[src/rtl/dmon_pkg.sv]
package dmon_pkg;
    // Register space landmarks (byte addresses)
    localparam int RT_BASE_ADDR  = 96;
    localparam int ALM_HI_ADDR   = 112;
    localparam int ALM_LO_ADDR   = 113;
    localparam int WRN_HI_ADDR   = 116;
    localparam int WRN_LO_ADDR   = 117;

    // Limit kinds inside one channel's 8-byte slot
    typedef enum logic [1:0] {
        LIM_HI_ALM = 2'd0,
        LIM_LO_ALM = 2'd1,
        LIM_HI_WRN = 2'd2,
        LIM_LO_WRN = 2'd3
    } lim_kind_e;

    localparam int LIM_KINDS     = 4;
    localparam int BYTES_PER_LIM = 2;
endpackage

[src/rtl/dmon_limit_bank.sv]
module dmon_limit_bank
    import dmon_pkg::*;
#(
    parameter int NCH = 5,
    parameter int AW  = 8,
    localparam int LIM_BYTES = NCH * LIM_KINDS * BYTES_PER_LIM,
    localparam int LAW       = $clog2(LIM_BYTES)
) (
    input  logic                        clk,
    input  logic                        rst_n,
    input  logic                        wr_en,
    input  logic [AW-1:0]               wr_addr,
    input  logic [7:0]                  wr_data,
    output logic [LIM_BYTES-1:0][7:0]   lim_o
);
    localparam logic [AW-1:0] LIM_TOP = AW'(LIM_BYTES);

    typedef struct packed {
        logic [LIM_BYTES-1:0][7:0] b;
    } bank_st_t;

    bank_st_t s_d, s_q;
    logic     hit;

    assign hit = wr_en && (wr_addr < LIM_TOP);

    always_comb begin
        s_d = s_q;
        if (hit) begin
            s_d.b[wr_addr[LAW-1:0]] = wr_data;
        end
    end

    always_ff @(posedge clk) begin
        if (!rst_n) s_q <= '0;
        else        s_q <= s_d;
    end

    assign lim_o = s_q.b;


    lim_write_lands_chk: assert property (@(posedge clk) disable iff (!rst_n)
        (wr_en && wr_addr < LIM_TOP) |=> lim_o[$past(wr_addr[LAW-1:0])] == $past(wr_data));


    lim_untouched_chk: assert property (@(posedge clk) disable iff (!rst_n)
        !(wr_en && wr_addr < LIM_TOP) |=> $stable(lim_o));
endmodule

[src/rtl/dmon_sample_regs.sv]
module dmon_sample_regs #(
    parameter int NCH = 5,
    parameter int SW  = 16
) (
    input  logic                     clk,
    input  logic                     rst_n,
    input  logic [NCH-1:0]           upd,
    input  logic [NCH-1:0][SW-1:0]   smp_in,
    output logic [NCH-1:0][SW-1:0]   smp_o
);
    typedef struct packed {
        logic [NCH-1:0][SW-1:0] v;
    } smp_st_t;

    smp_st_t s_d, s_q;

    always_comb begin
        s_d = s_q;
        for (int c = 0; c < NCH; c++) begin
            if (upd[c]) s_d.v[c] = smp_in[c];
        end
    end

    always_ff @(posedge clk) begin
        if (!rst_n) s_q <= '0;
        else        s_q <= s_d;
    end

    assign smp_o = s_q.v;

    for (genvar c = 0; c < NCH; c++) begin : g_chk

        smp_load_chk: assert property (@(posedge clk) disable iff (!rst_n)
            upd[c] |=> smp_o[c] == $past(smp_in[c]));

        smp_hold_chk: assert property (@(posedge clk) disable iff (!rst_n)
            !upd[c] |=> $stable(smp_o[c]));
    end
endmodule

[src/rtl/dmon_flag_cmp.sv]
module dmon_flag_cmp
    import dmon_pkg::*;
#(
    parameter int             NCH         = 5,
    parameter int             SW          = 16,
    parameter logic [NCH-1:0] SIGNED_MASK = 5'b00001,
    localparam int LIM_BYTES = NCH * LIM_KINDS * BYTES_PER_LIM,
    localparam int SLOT      = LIM_KINDS * BYTES_PER_LIM,
    localparam int FW        = 2 * NCH
) (
    input  logic                        clk,
    input  logic                        rst_n,
    input  logic [NCH-1:0]              upd,
    input  logic [NCH-1:0][SW-1:0]      smp_in,
    input  logic [LIM_BYTES-1:0][7:0]   lim_i,
    output logic [FW-1:0]               alm_o,
    output logic [FW-1:0]               wrn_o
);
    typedef struct packed {
        logic [FW-1:0] alm;
        logic [FW-1:0] wrn;
    } flag_st_t;

    flag_st_t s_d, s_q;

    // per channel: [0] above high alarm, [1] below low alarm,
    //              [2] above high warning, [3] below low warning
    logic [NCH-1:0][LIM_KINDS-1:0] hit;

    for (genvar c = 0; c < NCH; c++) begin : g_ch
        logic [LIM_KINDS-1:0][SW-1:0] lim;
        for (genvar k = 0; k < LIM_KINDS; k++) begin : g_lim
            assign lim[k] = {lim_i[c*SLOT + 2*k], lim_i[c*SLOT + 2*k + 1]};
        end
        if (SIGNED_MASK[c]) begin : g_signed
            assign hit[c][0] = $signed(smp_in[c]) > $signed(lim[LIM_HI_ALM]);
            assign hit[c][1] = $signed(smp_in[c]) < $signed(lim[LIM_LO_ALM]);
            assign hit[c][2] = $signed(smp_in[c]) > $signed(lim[LIM_HI_WRN]);
            assign hit[c][3] = $signed(smp_in[c]) < $signed(lim[LIM_LO_WRN]);
        end else begin : g_unsigned
            assign hit[c][0] = smp_in[c] > lim[LIM_HI_ALM];
            assign hit[c][1] = smp_in[c] < lim[LIM_LO_ALM];
            assign hit[c][2] = smp_in[c] > lim[LIM_HI_WRN];
            assign hit[c][3] = smp_in[c] < lim[LIM_LO_WRN];
        end
    end

    always_comb begin
        s_d = s_q;
        for (int c = 0; c < NCH; c++) begin
            if (upd[c]) begin
                s_d.alm[2*(NCH-1-c)+1] = hit[c][0];
                s_d.alm[2*(NCH-1-c)]   = hit[c][1];
                s_d.wrn[2*(NCH-1-c)+1] = hit[c][2];
                s_d.wrn[2*(NCH-1-c)]   = hit[c][3];
            end
        end
    end

    always_ff @(posedge clk) begin
        if (!rst_n) s_q <= '0;
        else        s_q <= s_d;
    end

    assign alm_o = s_q.alm;
    assign wrn_o = s_q.wrn;


    flags_idle_chk: assert property (@(posedge clk) disable iff (!rst_n)
        (upd == '0) |=> ($stable(alm_o) && $stable(wrn_o)));

    for (genvar c = 0; c < NCH; c++) begin : g_own

        flags_own_strobe_chk: assert property (@(posedge clk) disable iff (!rst_n)
            !upd[c] |=> ($stable(alm_o[2*(NCH-1-c) +: 2]) && $stable(wrn_o[2*(NCH-1-c) +: 2])));
    end
endmodule

[src/rtl/dmon_alarm_flags.sv]
module dmon_alarm_flags
    import dmon_pkg::*;
#(
    parameter int             NCH         = 5,
    parameter int             SW          = 16,
    parameter int             AW          = 8,
    parameter logic [NCH-1:0] SIGNED_MASK = 5'b00001
) (
    input  logic              clk,
    input  logic              rst_n,
    input  logic              reg_wr_en,
    input  logic [AW-1:0]     reg_addr,
    input  logic [7:0]        reg_wdata,
    output logic [7:0]        reg_rdata,
    input  logic [NCH*SW-1:0] smp_data,
    input  logic [NCH-1:0]    smp_upd
);
    localparam int LIM_BYTES = NCH * LIM_KINDS * BYTES_PER_LIM;
    localparam int LAW       = $clog2(LIM_BYTES);
    localparam int CW        = $clog2(NCH);
    localparam int FW        = 2 * NCH;
    localparam int PAD       = 16 - FW;

    localparam logic [AW-1:0] LIM_TOP = AW'(LIM_BYTES);
    localparam logic [AW-1:0] RT_BASE = AW'(RT_BASE_ADDR);
    localparam logic [AW-1:0] RT_TOP  = AW'(RT_BASE_ADDR + 2 * NCH);
    localparam logic [AW-1:0] A_ALM_H = AW'(ALM_HI_ADDR);
    localparam logic [AW-1:0] A_ALM_L = AW'(ALM_LO_ADDR);
    localparam logic [AW-1:0] A_WRN_H = AW'(WRN_HI_ADDR);
    localparam logic [AW-1:0] A_WRN_L = AW'(WRN_LO_ADDR);

    logic [LIM_BYTES-1:0][7:0] lim;
    logic [NCH-1:0][SW-1:0]    smp_in;
    logic [NCH-1:0][SW-1:0]    smp_q;
    logic [FW-1:0]             alm;
    logic [FW-1:0]             wrn;
    logic [15:0]               alm_word;
    logic [15:0]               wrn_word;
    logic [AW-1:0]             rt_idx;
    logic [CW-1:0]             rt_ch;

    assign smp_in = smp_data;

    dmon_limit_bank #(.NCH(NCH), .AW(AW)) u_bank (
        .clk     (clk),
        .rst_n   (rst_n),
        .wr_en   (reg_wr_en),
        .wr_addr (reg_addr),
        .wr_data (reg_wdata),
        .lim_o   (lim)
    );

    dmon_sample_regs #(.NCH(NCH), .SW(SW)) u_smp (
        .clk    (clk),
        .rst_n  (rst_n),
        .upd    (smp_upd),
        .smp_in (smp_in),
        .smp_o  (smp_q)
    );

    dmon_flag_cmp #(.NCH(NCH), .SW(SW), .SIGNED_MASK(SIGNED_MASK)) u_cmp (
        .clk    (clk),
        .rst_n  (rst_n),
        .upd    (smp_upd),
        .smp_in (smp_in),
        .lim_i  (lim),
        .alm_o  (alm),
        .wrn_o  (wrn)
    );

    assign alm_word = {alm, {PAD{1'b0}}};
    assign wrn_word = {wrn, {PAD{1'b0}}};
    assign rt_idx   = reg_addr - RT_BASE;
    assign rt_ch    = rt_idx[CW:1];

    always_comb begin
        reg_rdata = 8'h00;
        if (reg_addr < LIM_TOP) begin
            reg_rdata = lim[reg_addr[LAW-1:0]];
        end else if (reg_addr >= RT_BASE && reg_addr < RT_TOP) begin
            reg_rdata = rt_idx[0] ? smp_q[rt_ch][7:0] : smp_q[rt_ch][SW-1:8];
        end else if (reg_addr == A_ALM_H) begin
            reg_rdata = alm_word[15:8];
        end else if (reg_addr == A_ALM_L) begin
            reg_rdata = alm_word[7:0];
        end else if (reg_addr == A_WRN_H) begin
            reg_rdata = wrn_word[15:8];
        end else if (reg_addr == A_WRN_L) begin
            reg_rdata = wrn_word[7:0];
        end
    end


    reserved_bits_zero_chk: assert property (@(posedge clk) disable iff (!rst_n)
        (reg_addr == A_ALM_L || reg_addr == A_WRN_L) |-> reg_rdata[5:0] == 6'd0);


    gap_reads_zero_chk: assert property (@(posedge clk) disable iff (!rst_n)
        (reg_addr >= LIM_TOP && reg_addr < RT_BASE) |-> reg_rdata == 8'h00);
endmodule

[config.mk]
export PLATFORM = sky130hd
export DESIGN_NAME = dmon_alarm_flags
export DESIGN_NICKNAME = d
export VERILOG_FILES = /design/src/rtl/dmon_pkg.sv /design/src/rtl/dmon_limit_bank.sv /design/src/rtl/dmon_sample_regs.sv /design/src/rtl/dmon_flag_cmp.sv /design/src/rtl/dmon_alarm_flags.sv
export SDC_FILE = /design/constraint.sdc
export NUM_CORES = 2
export LEC_CHECK = 0
export BUFFER_PORTS_ARGS = -buffer_cell sky130_fd_sc_hd__buf_2
export CORE_AREA = 2 2 269 205
export DETAILED_ROUTE_END_ITERATION = 6
export DIE_AREA = 0 0 271 207
export PLACE_DENSITY = 0.66
export SYNTH_ARGS = -nofsm -noshare
export SYNTH_HDL_FRONTEND = slang
export SYNTH_SLANG_ARGS = --single-unit
[constraint.sdc]
create_clock -name clk -period 2.1 [get_ports clk]
set_input_delay 0.105 -clock clk [delete_from_list [all_inputs] [get_ports clk]]
set_output_delay 0.105 -clock clk [all_outputs]
set_load 0.02 [all_outputs]
==> qor.yml <==
route:
  vias: 26090
  first_iter_violations: 3170
  vias_per_cell: 6.296
  totalWireLength_mm: 105.6
  post_drt_wl_per_cell_um: 25.49
  dr.pass1.iters: 7
  antenna_left: 0
  drc: 1
timing:
  drv_slew: 0
  fin_crit_sh_pct: 119.9
  setup_ws_ns: -0.4182
  finalSetupViolCount: 8
  fmax_mhz: 397.1
  rsz0062_at_grt: "true"
  final_hold_viol_count: 0
  holdWs_ns: 0.02706
  tightestPinTransition_ns: 0.6443
  fin_crit_ns: 2.518
  clock_skew_ns: 0.01791
  slew_headroom_pct: 56.89
placed_design:
  placed_area_um2: 28930
  dpl.hpwl_mm: 77.15
  port_buffers: 111
  dp_slack_ns: -0.1961
  place_congestion: 0.9965
clock_tree:
  clkTransAtPathRegs_ns: 0.07
  clk_latency_ns: 0.59
  clockRootBuffer: "clkbuf_16"
  htree_levels: 2
  clock_sinks: 420
  ctsLongestPathBuffers: 3
  numCtsBuffers: 46
  cts_tree: "done"
power:
  p_switching_uw: 5330
  seqPwrFrac_pct: 42.5
  clock_power_share_pct: 43.4
  intPower_uw: 13950
  p_leak_uw: 0.01153
  peakVddDrop_mv: 0.5896
  power_density_nw_per_um2: 607.8
  switching_share_pct: 27.64
  p_comb_share_pct: 14.0
  power_uw: 19280
synth:
  syn_nets: 3563
  async_reset_ff_share_pct: 0
  synth_sequential_area_ratio_pct: 31.70
  yosys_warnings: 0
  syn_inst: 3149
  ys.flop_type: "dfxtp_1"
  synth-edff-count: 0
  ys_types: 66
  avgSynthCellArea_um2: 8.423
  ys_seq_elements: 420
  synth_area_um2: 26520
worst_hold_path:
  min_path_cells: 4
  holdCritPathClass: "primary input to register"
  min_from: "smp_data[62]"
  hold_path_end: "u_smp.smp_o[62]"
grt:
  antenna_found_initial: 5
  grt_max_degree: 90
  grt_pass1_wl_mm: 158.2
  grt_usage_pct: 37.00
  grt_overflow_total: 0
  grt_pass1_vias: 25040
job:
  maxCapViolCount: 0
setup_path:
  crit_required_ns: 2.00
  path_class: "register to primary output"
  r2r-start: "u_bank.lim_o[131]"
  worst_setup_path_start_kind: "register"
  timing.rr.end: "u_cmp.alm_o[5]"
  r2r_cells: 8
  end_kind: "primary output"
  crit_fanout: 3
  arrival_ns: 2.41
  r2r_setup_slack_ns: 0.04
floorplan:
  die_x_um: 271
  dieArea_um2: 56100
  ios: 112
  core_um2: 53610
  rows: 74
  start_util_pct: 49.48
  die_height_um: 207
cells_and_area:
  final_core_util_pct: 59.18
  num-nets-final: 3799
  final_cell_area_um2: 31730
  area_growth_pct: 19.61
  drive_gt1_share_pct: 17.85
  fillCellCount: 4720
run_status:
  violations: "design-rule violations, negative setup slack"
  status: "complete, but fails checks"
==> power groups by stage <==
stage / Combinational, µW / Sequential (µW) / Clock, µW
finish: 2710 / 8200 / 8380
floorplan: 1420 / 8310 / 0
detailed placement: 2460 / 8370 / 0
global route: 2880 / 8200 / 8670
global placement: 2380 / 8370 / 0
CTS: 2610 / 8190 / 8390
==> Yosys cell counts, types with 54 or more instances <==
library cell	n	area share [%]
dfxtp_1	420	32
a21oi_1	403	7.6
nand2_1	369	5.2
nand3_1	323	6.1
inv_1	315	4.5
ha_1	310	15
nor2_1	173	2.4
mux2i_1	122	4.6
clkbuf_1	109	1.5
mux4_2	80	6.8
a21o_1	62	1.8
buf_2	59	1.1
nand4_1	54	1.3
==> state kept, by name, summed over array words and instances, names as in the netlist <==
name          count
u_bank.lim_o    320
u_cmp.alm_o      10
u_cmp.wrn_o      10
u_smp.smp_o      80
==> worst max-delay path, cell delays in order (launching register included) <==
cell and delay (ns):
dfxtp_1 0.35, mux4_2 0.49, a22oi_2 0.26, nand2_2 0.17
o31a_1 0.39, buf_6 0.15
==> kinds of logic (layout without fill, tap and decap cells) <==
kind of cell	count (synthesis)	in the layout	share of synthesized area, %
flip-flops	420	420	31.70
AND/OR/NAND/NOR	1017	1017	17.77
multiplexers	217	217	12.54
XOR/XNOR	1	1	0.03303
adder cells (fa/ha/maj)	310	310	14.62
AO/OA/AOI/OAI	673	673	15.38
other	0	4	0
buffers and inverters	511	780	7.953
==> layout by cell type, fill, tap and decap left out, drive strengths merged, types with 36 or more instances in the layout <==
master / n
dfxtp: 420
a21oi: 403
nand2: 371
nand3: 324
inv: 318
ha: 310
buf: 305
nor2: 179
mux2i: 122
mux4: 89
dlygate4sd3: 78
clkbuf: 72
a21o: 62
nand4: 54
a211oi: 38
o21ai: 36
==> area by class of cell <==
class | count | area (µm²) | share of cell area [%]
Multi-Input combinational cell | 2218 | 16330 | 51.47
Sequential cell | 420 | 8499 | 26.79
Timing Repair Buffer | 383 | 3278 | 10.33
Clock buffer | 72 | 1400 | 4.413
Inverter | 316 | 1196 | 3.770
Tap cell | 722 | 903.4 | 2.847
Clock inverter | 9 | 110.1 | 0.3470
Antenna cell | 4 | 10.01 | 0.03155
==> per-stage QoR <==
step,setup TNS (ns),instances
3_5_place_dp,-1.376,3975
4_1_cts,-2.719,4137
6_report,-2.866,4144
3_3_place_gp,-1.263,3975
5_1_grt,-2.986,4142
2_1_floorplan,0,3149
==> metal layers <==
layer / up-vias / routed length (µm) / GRT usage [%]
li1: 11680 / - / -
met1: 12590 / 43540 / 51.80
met2: 1503 / 45340 / 55.38
met3: 318 / 12040 / 7.686
met4: 4 / 4667 / 15.36
met5: - / 23 / 0
==> worst max-delay path by stage <==
stage,from,endpoint,cells after the start
2_1_floorplan,u_bank.lim_o[241],u_cmp.wrn_o[2],8
3_3_place_gp,reg_addr[0],reg_rdata[7],7
3_5_place_dp,reg_addr[0],reg_rdata[0],7
4_1_cts,u_bank.lim_o[161],reg_rdata[1],5
5_1_grt,u_bank.lim_o[94],reg_rdata[6],7
6_report,u_bank.lim_o[177],reg_rdata[1],5
==> repair_timing <==
item	4_1_cts	5_1_grt
hold buffers	78	0
setup buffers	7	3
pin swaps	27	17
hold endpoints to repair	82	0
endpoints found under the setup margin	9	18
gates resized for setup	102	65
Note: power is estimated with default switching activity, not from simulation.
